**src/rtl/mpoll_pkg.sv**
```systemverilog
package mpoll_pkg;
   typedef enum logic [1:0] {
      PS_IDLE = 2'd0,
      PS_READ = 2'd1,
      PS_WAIT = 2'd2
   } poll_state_e;

   localparam logic [7:0] POLL_OPCODE  = 8'h0A;
   localparam logic       CFG_SEL_MASK = 1'b0;
   localparam logic       CFG_SEL_FUNC = 1'b1;
endpackage

```
**src/rtl/mpoll_cfg.sv**
```systemverilog
module mpoll_cfg #(
   parameter int DATA_W = 32,
   parameter int SETTLE = 5
) (
   input  logic              clk,
   input  logic              rst_n,
   input  logic              cfg_we,
   input  logic              cfg_sel,
   input  logic [DATA_W-1:0] cfg_wdata,
   input  logic              seq_step,
   output logic [DATA_W-1:0] act_mask,
   output logic [DATA_W-1:0] act_func
);
   import mpoll_pkg::*;

   localparam int STEP_W = $clog2(SETTLE + 1);
   localparam logic [STEP_W-1:0] STEP_LAST = STEP_W'(SETTLE - 1);

   logic [DATA_W-1:0] stg_mask, stg_func;
   logic              pend;
   logic [STEP_W-1:0] steps;

   always_ff @(posedge clk or negedge rst_n) begin
      if (!rst_n) begin
         stg_mask <= '1;
         stg_func <= '0;
         act_mask <= '1;
         act_func <= '0;
         pend     <= 1'b0;
         steps    <= '0;
      end else if (cfg_we) begin
         if (cfg_sel == CFG_SEL_MASK) stg_mask <= cfg_wdata;
         else                         stg_func <= cfg_wdata;
         pend  <= 1'b1;
         steps <= '0;
      end else if (pend && seq_step) begin
         if (steps == STEP_LAST) begin
            act_mask <= stg_mask;
            act_func <= stg_func;
            pend     <= 1'b0;
            steps    <= '0;
         end else begin
            steps <= steps + 1'b1;
         end
      end
   end
endmodule

```
**src/rtl/mpoll_match.sv**
```systemverilog
module mpoll_match #(
   parameter int DATA_W = 32,
   parameter int LANE_W = 8
) (
   input  logic [DATA_W-1:0] value,
   input  logic [DATA_W-1:0] expect_v,
   input  logic [DATA_W-1:0] mask,
   output logic              hit
);
   localparam int LANES = DATA_W / LANE_W;

   generate
      if ((DATA_W % LANE_W) == 0 && LANES > 1) begin : g_lanes
         logic [LANES-1:0] lane_eq;
         for (genvar i = 0; i < LANES; i++) begin : g_lane
            assign lane_eq[i] =
               ((value[i*LANE_W +: LANE_W] ^ expect_v[i*LANE_W +: LANE_W]) &
                mask[i*LANE_W +: LANE_W]) == '0;
         end
         assign hit = &lane_eq;
      end else begin : g_flat
         assign hit = ((value ^ expect_v) & mask) == '0;
      end
   endgenerate
endmodule

```
**src/rtl/mpoll_ctrl.sv**
```systemverilog
module mpoll_ctrl #(
   parameter int DATA_W = 32,
   parameter int ADDR_W = 20,
   parameter int WAIT_W = 8,
   parameter int CNT_W  = 8
) (
   input  logic              clk,
   input  logic              rst_n,
   input  logic              start,
   input  logic              enable,
   input  logic [WAIT_W-1:0] wait_iv,
   input  logic [CNT_W-1:0]  retries,
   input  logic [ADDR_W-1:0] ins_addr,
   input  logic [DATA_W-1:0] ins_exp,
   input  logic [DATA_W-1:0] cur_mask,
   input  logic              us_tick,
   input  logic              rd_ack,
   input  logic              hit,
   output logic              rd_req,
   output logic [ADDR_W-1:0] rd_addr,
   output logic [DATA_W-1:0] exp_q,
   output logic [DATA_W-1:0] mask_q,
   output logic              done,
   output logic              done_ok,
   output logic              busy,
   output logic              exhaust
);
   import mpoll_pkg::*;

   poll_state_e       state;
   logic [CNT_W-1:0]  left;
   logic [WAIT_W-1:0] iv_q, wcnt;

   assign rd_req  = (state == PS_READ);
   assign busy    = (state != PS_IDLE);
   assign exhaust = rd_req && rd_ack && !hit && (left == '0);

   always_ff @(posedge clk or negedge rst_n) begin
      if (!rst_n) begin
         state   <= PS_IDLE;
         left    <= '0;
         iv_q    <= '0;
         wcnt    <= '0;
         rd_addr <= '0;
         exp_q   <= '0;
         mask_q  <= '0;
         done    <= 1'b0;
         done_ok <= 1'b0;
      end else begin
         done <= 1'b0;
         unique case (state)
            PS_IDLE: begin
               if (start) begin
                  if (!enable) begin
                     done    <= 1'b1;
                     done_ok <= 1'b1;
                  end else begin
                     rd_addr <= ins_addr;
                     exp_q   <= ins_exp;
                     mask_q  <= cur_mask;
                     left    <= retries;
                     iv_q    <= wait_iv;
                     state   <= PS_READ;
                  end
               end
            end
            PS_READ: begin
               if (rd_ack) begin
                  if (hit) begin
                     done    <= 1'b1;
                     done_ok <= 1'b1;
                     state   <= PS_IDLE;
                  end else if (left == '0) begin
                     done    <= 1'b1;
                     done_ok <= 1'b0;
                     state   <= PS_IDLE;
                  end else begin
                     left <= left - 1'b1;
                     if (iv_q != '0) begin
                        wcnt  <= iv_q;
                        state <= PS_WAIT;
                     end
                  end
               end
            end
            PS_WAIT: begin
               if (us_tick) begin
                  if (wcnt == WAIT_W'(1)) state <= PS_READ;
                  wcnt <= wcnt - 1'b1;
               end
            end
            default: state <= PS_IDLE;
         endcase
      end
   end
endmodule

```
**src/rtl/mpoll_unit.sv**
```systemverilog
module mpoll_unit #(
   parameter int DATA_W   = 32,
   parameter int ADDR_W   = 20,
   parameter int WAIT_W   = 8,
   parameter int CNT_W    = 8,
   parameter int WAIT_LSB = 16,
   parameter int SETTLE   = 5,
   parameter int LANE_W   = 8
) (
   input  logic              clk,
   input  logic              rst_n,
   input  logic              cfg_we,
   input  logic              cfg_sel,
   input  logic [DATA_W-1:0] cfg_wdata,
   input  logic              seq_step,
   input  logic              ins_valid,
   input  logic [DATA_W-1:0] ins_lo,
   input  logic [DATA_W-1:0] ins_hi,
   input  logic              us_tick,
   output logic              rd_req,
   output logic [ADDR_W-1:0] rd_addr,
   input  logic              rd_ack,
   input  logic [DATA_W-1:0] rd_data,
   output logic              done,
   output logic              done_ok,
   output logic              busy,
   output logic              irq_err,
   input  logic              err_clr
);
   import mpoll_pkg::*;

   localparam int OPC_LSB = DATA_W - 8;
   localparam int EN_BIT  = DATA_W - 1;

   generate
      if (DATA_W < 32) begin : g_bad_data
         $error("mpoll_unit: DATA_W must be at least 32");
      end
      if (ADDR_W > OPC_LSB) begin : g_bad_addr
         $error("mpoll_unit: ADDR_W overlaps the opcode field");
      end
      if (CNT_W > WAIT_LSB || WAIT_LSB + WAIT_W > EN_BIT) begin : g_bad_func
         $error("mpoll_unit: function word fields overlap");
      end
      if (SETTLE < 1) begin : g_bad_settle
         $error("mpoll_unit: SETTLE must be at least 1");
      end
   endgenerate

   logic [DATA_W-1:0] act_mask, act_func, exp_q, mask_q;
   logic              start, hit, exhaust;

   mpoll_cfg #(.DATA_W(DATA_W), .SETTLE(SETTLE)) u_cfg (
      .clk(clk), .rst_n(rst_n), .cfg_we(cfg_we), .cfg_sel(cfg_sel),
      .cfg_wdata(cfg_wdata), .seq_step(seq_step),
      .act_mask(act_mask), .act_func(act_func)
   );

   assign start = ins_valid && (ins_hi[OPC_LSB +: 8] == POLL_OPCODE);

   mpoll_ctrl #(.DATA_W(DATA_W), .ADDR_W(ADDR_W), .WAIT_W(WAIT_W), .CNT_W(CNT_W)) u_ctrl (
      .clk(clk), .rst_n(rst_n), .start(start),
      .enable(act_func[EN_BIT]),
      .wait_iv(act_func[WAIT_LSB +: WAIT_W]),
      .retries(act_func[0 +: CNT_W]),
      .ins_addr(ins_hi[ADDR_W-1:0]), .ins_exp(ins_lo), .cur_mask(act_mask),
      .us_tick(us_tick), .rd_ack(rd_ack), .hit(hit),
      .rd_req(rd_req), .rd_addr(rd_addr), .exp_q(exp_q), .mask_q(mask_q),
      .done(done), .done_ok(done_ok), .busy(busy), .exhaust(exhaust)
   );

   mpoll_match #(.DATA_W(DATA_W), .LANE_W(LANE_W)) u_match (
      .value(rd_data), .expect_v(exp_q), .mask(mask_q), .hit(hit)
   );

   always_ff @(posedge clk or negedge rst_n) begin
      if (!rst_n)       irq_err <= 1'b0;
      else if (exhaust) irq_err <= 1'b1;
      else if (err_clr) irq_err <= 1'b0;
   end

   logic unused_bits;
   assign unused_bits = ^{ins_hi[OPC_LSB-1:ADDR_W], act_func};
endmodule

```
**config.mk**
```make
export PLATFORM = sky130hd
export DESIGN_NAME = mpoll_unit
export DESIGN_NICKNAME = d
export VERILOG_FILES = /design/src/rtl/mpoll_pkg.sv /design/src/rtl/mpoll_cfg.sv /design/src/rtl/mpoll_match.sv /design/src/rtl/mpoll_ctrl.sv /design/src/rtl/mpoll_unit.sv
export SDC_FILE = /design/constraint.sdc
export NUM_CORES = 1
export LEC_CHECK = 0
export ABC_AREA = 1
export BUFFER_PORTS_ARGS = -buffer_cell sky130_fd_sc_hd__buf_2
export CAP_MARGIN = 10
export CORE_MARGIN = 5
export CORE_UTILIZATION = 48
export DETAILED_ROUTE_END_ITERATION = 7
export PLACE_DENSITY = 0.77
export SETUP_SLACK_MARGIN = 0.5
export SYNTH_ARGS = -nofsm -noshare
export SYNTH_HDL_FRONTEND = slang
export SYNTH_SLANG_ARGS = --single-unit
```
**constraint.sdc**
```tcl
create_clock -name clk -period 1.8 [get_ports clk]
set_clock_uncertainty 0.2 [all_clocks]
set_input_delay 0.18 -clock clk [delete_from_list [all_inputs] [get_ports clk]]
set_output_delay 0.18 -clock clk [all_outputs]
set_load 0.02 [all_outputs]
```
==> results of run 1 <==
cells in the mapped netlist (2+ instances only):
master | count | area (um^2)
nand3_1 | 56 | 280
nand2_1 | 247 | 927
dfrtp_1 | 151 | 3780
nand3_2 | 2 | 20.0
nor2_2 | 2 | 12.5
mux2_2 | 46 | 518
nand3b_1 | 2 | 15.0
nor2_1 | 112 | 420
o21ai_0 | 91 | 455
xor2_1 | 5 | 43.8
nand2_2 | 2 | 12.5
nor2_4 | 3 | 33.8
o21ai_1 | 7 | 35.0
or2_1 | 4 | 25.0
dfstp_2 | 64 | 1680
inv_2 | 2 | 7.51
buf_2 | 16 | 80.1
a21oi_1 | 78 | 390
mux2i_1 | 4 | 40.0
ha_1 | 5 | 62.6
buf_1 | 3 | 11.3
clkbuf_1 | 18 | 67.6
inv_1 | 149 | 559
nor3_1 | 2 | 10.0
repair_timing:
item	4_1_cts	5_1_grt
pin swaps	44	30
resized for setup	314	112
setup endpoints to repair	187	226
cloned	33	2
setup buffers	59	17
hold endpoints to repair	278	4
sequential cells by signal, summed over array words and instances, names as in the netlist:
signal,cells
irq_err,1
u_cfg.steps,3
u_ctrl.wcnt,8
u_cfg.stg_func,17
u_ctrl.done,1
u_ctrl.state,2
u_cfg.act_func,17
u_ctrl.rd_addr,20
u_cfg.stg_mask,32
u_ctrl.left,8
u_ctrl.mask_q,32
u_ctrl.exp_q,32
u_ctrl.done_ok,1
u_cfg.act_mask,32
u_cfg.pend,1
u_ctrl.iv_q,8
area by class of cell:
type                    instances  area share (%)
repair buffers                444            27.7
well taps                     265            2.03
clock inverters                 8           0.637
diodes                          3          0.0460
clock buffers                  36            4.08
flip-flops and latches        215            33.5
multi-input cells             683            28.5
inverters                     152            3.53
power by group through the flow:
| stage | clock network, mW | registers, mW | logic, mW |
|---|---|---|---|
| after floorplan | 0 | 6.36 | 2.30 |
| after detailed placement | 0 | 6.46 | 3.34 |
| after CTS | 4.83 | 6.44 | 4.26 |
| after global routing | 5.17 | 6.69 | 5.69 |
| final | 5.00 | 6.65 | 5.38 |
| after global placement | 0 | 6.44 | 3.25 |
metal layers:
layer	global-route usage (%)	share of wire, %	up-vias
li1	-	-	4321
met1	38.0	34	5031
met2	57.6	48	878
met3	8.06	9.7	345
met4	20.0	8.9	0
met5	0	0	-
cell families (layout without fill, tap and decap cells):
kind of cell	Yosys count	after routing	share of synthesized area, %
AO/OA/AOI/OAI	179	179	9.38
multiplexers	50	50	5.80
XOR/XNOR	5	5	0.455
AND/OR/NAND/NOR	440	444	19.2
buffers and inverters	191	640	7.80
flip-flops	215	215	56.7
other	0	3	0
adder cells (fa/ha/maj)	5	5	0.650
stage by stage:
stage / util [%] / setup slack [ns] / cells
after CTS: 80.4 / -0.139 / 1784
after global placement: 59.3 / -0.191 / 1556
after global routing: 83.2 / -0.524 / 1804
final: 83.3 / -0.447 / 1806
after floorplan: - / -0.109 / 1085
after detailed placement: 59.3 / -0.269 / 1556
cells in the final DEF (no fill, tap or decap), types with 33 or more instances in the layout:
master,synthesis,layout
o21ai_1,7,35
nand3_1,56,33
buf_4,1,95
o21ai_0,91,44
nand2_1,247,199
dlygate4sd3_1,0,91
dfrtp_1,151,150
nand2_2,2,46
dfstp_2,64,64
a21oi_2,0,56
inv_1,149,133
buf_2,16,131
buf_6,1,60
nor2_4,3,46
nor2_1,112,44
final timing paths:
kind | cells past startpoint | from | to | slack (ns)
worst max-delay path | 13 | u_ctrl.exp_q[29] | u_ctrl.done_ok | -0.45
max in group asynchronous | 3 | rst_n | u_cfg.act_mask[0] | 0.75
min in group clk | 3 | cfg_sel | u_cfg.stg_mask[20] | 0
worst min-delay path | 2 | rst_n | u_cfg.act_func[5] | -0.05
worst min register to register | 2 | u_cfg.act_mask[0] | u_cfg.act_mask[0] | 0.29
worst max register to register | 13 | u_ctrl.exp_q[29] | u_ctrl.done_ok | -0.45
==> impl_metrics.tcl, run 1 <==
set metrics [dict create \
    status "finished, violations left" \
    violations "negative hold slack, negative setup slack" \
    power_switching_mw 5.92 \
    critPathKind "flip-flop to flip-flop" \
    worstSkewPairLatency_ns 0.54 \
    synthDistinctLibCells 38 \
    netlist_area_mm2 0.00962 \
    placed_area_mm2 0.0116 \
    slew_violations 0 \
    worstHoldPathType "primary input to async pin" \
    p_per_area_mw_per_mm2 1040 \
    crit_required_ns 2.00 \
    grt_pass1_vias 11000 \
    fin_area_mm2 0.0163 \
    fin_crit_sh_pct 125 \
    drc 0 \
    cp_cell_sequence "inv_1 > nand2_1 > nand3_1 > buf_4 > nand2_1 > nor2_2 > nand2_1 > nor2_2 > nand2_2 > nand2_2 > nand2_1 > nand2_1 > o21ai_0" \
    core_mm2 0.0196 \
    grtUsageTotal_pct 33.6 \
    drtIter0Drc 1116 \
    rsz0062_at_grt "true" \
    cts_buffers 24 \
    crit_path_end_kind "flip-flop" \
    synth_top_flop_cell "dfrtp_1" \
    htreeDepth 1 \
    gp_routability_congestion 0.871 \
    drt-total-wl_um 43800 \
    layout_setup_ws_ns -0.447 \
    cpMaxStageDelayCell "dfrtp_1" \
    switching_share_pct 34.8 \
    worst_pin_slew_ns 0.424 \
    synthArstFlopShare_pct 100 \
    slew_headroom_pct 71.4 \
    first_pass_iters 8 \
    synth.avg_cell_area_um2 8.87 \
    grt_max_degree 51 \
    die-area_mm2 0.0230 \
    ant_nets 0 \
    setup_viol 94 \
    die_h_um 152 \
    dieWidth_um 152 \
    pin_count 162 \
    fin_hold_ws_ns -0.0500 \
    clock-sinks 215 \
    grt_pass1_wl_um 59200 \
    seq_power_share_pct 39.0 \
    drv_cap 0 \
    drive_gt1_share_pct 49.8 \
    hold_buffers 92 \
    syn-instance-count 1085 \
    clk_pin_slew_ns 0.06 \
    tritoncts "built" \
    antenna_found_initial 1 \
    dp_hpwl_um 16700 \
    critical_path.top_delay_family "simple AND/OR/NAND/NOR gates" \
    vias 10600 \
    total_power_mw 17.0 \
    clockBufferDepth 3 \
    cp-start-kind "flip-flop" \
    synth-edff-count 0 \
    p_clk_share_pct 29.3 \
    wl_per_cell_um 24.3 \
    ys_seq_area_share_pct 56.7 \
    ys_warn_count 0 \
    ys_ff_latch 215 \
    crit_arrival_ns 2.45 \
    via_per_inst 5.86 \
    multi_input_area_mm2 0.00465 \
    crit_path_frequent_cell "nand2_1" \
    synthesis.nets 1227 \
    hold_viol_final 31 \
    fin_tns_setup_ns -11.74 \
    initial_core_util_pct 49.1 \
    overflow 0 \
    combPwrFrac_pct 31.6 \
    peakVddDrop_uv 810 \
    p_int_mw 11.1 \
    worst-path-buf-inv 2 \
    fin_crit_ns 2.25 \
    cts_root_buf "clkbuf_16" \
    crit_fanout 3 \
    leakagePower_nw 8.33 \
    area_growth_pct 69.5 \
    fp-row-count 51 \
    portBuffers 157 \
    max_freq_ghz 0.445 \
    nNetsFinal 1662 \
    slowest_delay_ns 0.48 \
    regArea_mm2 0.00546 \
    fill_cells 862 \
]
Power figures use the tool's default switching activity.
==> inputs of run 2 (changes only) <==
- ABC_AREA: 1 -> 0
==> impl_metrics.tcl, run 2 <==
set metrics [dict create \
    status "finished, violations left" \
    violations "negative hold slack, negative setup slack" \
    ant_nets 0 \
    crit_required_ns 1.97 \
    netlist_area_mm2 0.00927 \
    dp.cells 1306 \
    syn-instance-count 855 \
    met2_usage_pct 42.4 \
    fin_crit_sh_pct 134 \
    rr_worst_depth 8 \
    cp_cell_sequence "xor2_1 > a22oi_1 > buf_4 > nand4_1 > or4_1 > buf_6 > o211ai_1 > o211ai_1" \
    slew_headroom_pct 67.1 \
    htreeDepth 1 \
    crit_fanout 8 \
    drive_gt1_share_pct 41.1 \
    drc 0 \
    p_per_area_mw_per_mm2 866 \
    pin_count 162 \
    r2r-start "u_ctrl.exp_q[27]" \
    p_int_mw 9.01 \
    yosysTopAreaCell "dfrtp_1" \
    ys_ff_latch 215 \
    synth_area_leaders "dfrtp_1 (41%), dfstp_2 (18%), nand2_1 (12%), mux2_2 (12%), xor2_1 (3.0%)" \
    combPwrFrac_pct 10.9 \
    synth_most_common_cell "nand2_1" \
    worstHoldPathType "primary input to flip-flop" \
    die_h_um 149 \
    crit_path_frequent_cell "o211ai_1" \
    multi_input_area_mm2 0.00407 \
    die-area_mm2 0.0222 \
    worst_pin_slew_ns 0.492 \
    crit_arrival_ns 2.58 \
    synth_compound_area_share_pct 6.10 \
    dieWidth_um 149 \
    insertedDiodeCount 0 \
    hold_buffers 90 \
    clockBufferDepth 3 \
    yosys.area_share.simple_pct 16.8 \
    initial_core_util_pct 49.2 \
    synth.avg_cell_area_um2 10.8 \
    layout_common_cells "nand2_1 (298), dfrtp_1 (150), buf_2 (137)" \
    layout_setup_ws_ns -0.611 \
    synth-edff-count 0 \
    max_freq_ghz 0.415 \
    synthArstFlopShare_pct 100 \
    seq_power_share_pct 46.8 \
    power_switching_mw 2.73 \
    synth-xor-area-share_pct 3.02 \
    setup_viol 47 \
    ys_warn_count 0 \
    cp-start-kind "flip-flop" \
    wl_per_cell_um 18.2 \
    fin_hold_ws_ns -0.109 \
    regArea_mm2 0.00546 \
    overflow 0 \
    clock-sinks 215 \
    worstReg2RegEnd "u_ctrl.wcnt[3]" \
    worst-path-buf-inv 2 \
    core_mm2 0.0188 \
    fin_area_mm2 0.0136 \
    drt-total-wl_um 26500 \
    peakVddDrop_uv 753 \
    synth_common_cells "nand2_1 (302), dfrtp_1 (151), mux2_2 (96)" \
    nNetsFinal 1320 \
    drtIter0Drc 537 \
    hold_viol_final 33 \
    critPathKind "flip-flop to flip-flop" \
    synth_top_family_by_area "simple AND/OR/NAND/NOR gates" \
    dp_hpwl_um 15900 \
    gp_routability_congestion 0.877 \
    synthesis.nets 997 \
    fin_tns_setup_ns -11.83 \
    top_usage_layer "met2" \
    vias 7592 \
    finalNonFillerCells 1455 \
    clk_pin_slew_ns 0.07 \
    met1_usage_pct 28.1 \
    synth_top_flop_cell "dfrtp_1" \
    worstSkewPairLatency_ns 0.51 \
    synthMuxAreaShare_pct 11.9 \
    grt_max_degree 68 \
    first_pass_iters 5 \
    fill_cells 1173 \
    via_per_inst 5.22 \
    synthAdderAreaFrac_pct 0.675 \
    area_growth_pct 46.2 \
    fin_crit_ns 2.41 \
    antenna_found_initial 0 \
    crit_cells 8 \
    drv_cap 0 \
    synth_top_area_share_pct 40.8 \
    r2r_slack_ns -0.61 \
    synthDistinctLibCells 57 \
    critPathCapture "u_ctrl.wcnt[3]" \
    portBuffers 157 \
    critical_path.top_delay_family "simple AND/OR/NAND/NOR gates" \
    met3_usage_pct 3.40 \
    final_common_cell "nand2_1" \
    grt_pass1_vias 8392 \
    placed_area_mm2 0.0114 \
    slowest_delay_ns 0.55 \
    cts_buffers 23 \
    cts_root_buf "clkbuf_16" \
    tritoncts "built" \
    cpMaxStageDelayCell "or4_1" \
    grtUsageTotal_pct 23.4 \
    crit_path_end_kind "flip-flop" \
    crit_start "u_ctrl.exp_q[27]" \
    slew_violations 0 \
    rsz0062_at_grt "true" \
    grt_pass1_wl_um 42000 \
    switching_share_pct 23.3 \
    p_clk_share_pct 42.3 \
    leakagePower_nw 6.68 \
    fp-row-count 50 \
    ys_seq_area_share_pct 58.9 \
]
==> run 2: metal layers <==
layer	share of wire, %	up-vias
met2	52	245
met5	0	-
li1	-	3523
met1	39	3746
met4	4.0	0
met3	4.6	78
==> run 2: cells by family (layout without fill, tap and decap cells) <==
logic type,Yosys count,in the layout
AOI/OAI and AO/OA,76,76
xor gates and xnor gates,32,32
adders and majority gates,5,5
buffers and inverters,59,399
DFF,215,215
muxes,98,98
and+or+nand+nor,370,370
==> run 2: worst register-to-register path: cells and delay by family, from the launching register on <==
| family | cells | cell delay [ns] |
|---|---|---|
| flip-flops | 1 | 0.40 |
| AO/OA/AOI/OAI | 3 | 0.53 |
| XOR/XNOR | 1 | 0.15 |
| buffers and inverters | 2 | 0.32 |
| AND/OR/NAND/NOR | 2 | 0.68 |
==> run 2: final cells by class <==
type,count,share of cell area (%)
Sequential cell,215,40.3
Tap cell,260,2.40
Inverter,18,0.517
Clock inverter,15,1.46
Clock buffer,27,4.43
Multi-Input combinational cell,581,30.0
Timing Repair Buffer,339,20.9
==> run 2: how the worst min path moves through the flow <==
stage	cells after the start	slack [ns]	endpoint	start
floorplan	0	-0.32	irq_err	rst_n
global placement	1	-0.08	u_ctrl.rd_addr[4]	rst_n
detailed placement	1	-0.08	u_ctrl.rd_addr[4]	rst_n
CTS	4	-0.13	u_ctrl.done	ins_hi[29]
global route	4	-0.08	u_ctrl.done	ins_hi[29]
finish	4	-0.11	u_ctrl.done	ins_hi[29]
==> run 2: power groups by stage <==
stage	Combinational [mW]	Sequential (mW)	Clock [mW]
6_report	1.28	5.49	4.96
5_1_grt	1.38	5.53	5.23
3_5_place_dp	1.02	5.55	0
4_1_cts	1.23	5.48	5.03
2_1_floorplan	0.554	5.51	0
3_3_place_gp	0.981	5.53	0
==> run 2: metrics by stage <==
stage	setup slack (ns)	total power, mW	utilization, %
floorplan	-0.319	6.07	-
global placement	-0.583	6.51	60.4
detailed placement	-0.617	6.56	60.4
CTS	-0.570	11.7	71.1
global route	-0.706	12.1	72.0
finish	-0.611	11.7	72.0
==> run 2: what timing repair did <==
action,CTS,global route
setup endpoints to repair,189,190
gates resized for setup,45,28
pin swaps,10,7
setup buffers,9,6
endpoints found under the hold margin,284,1
gates cloned,2,0
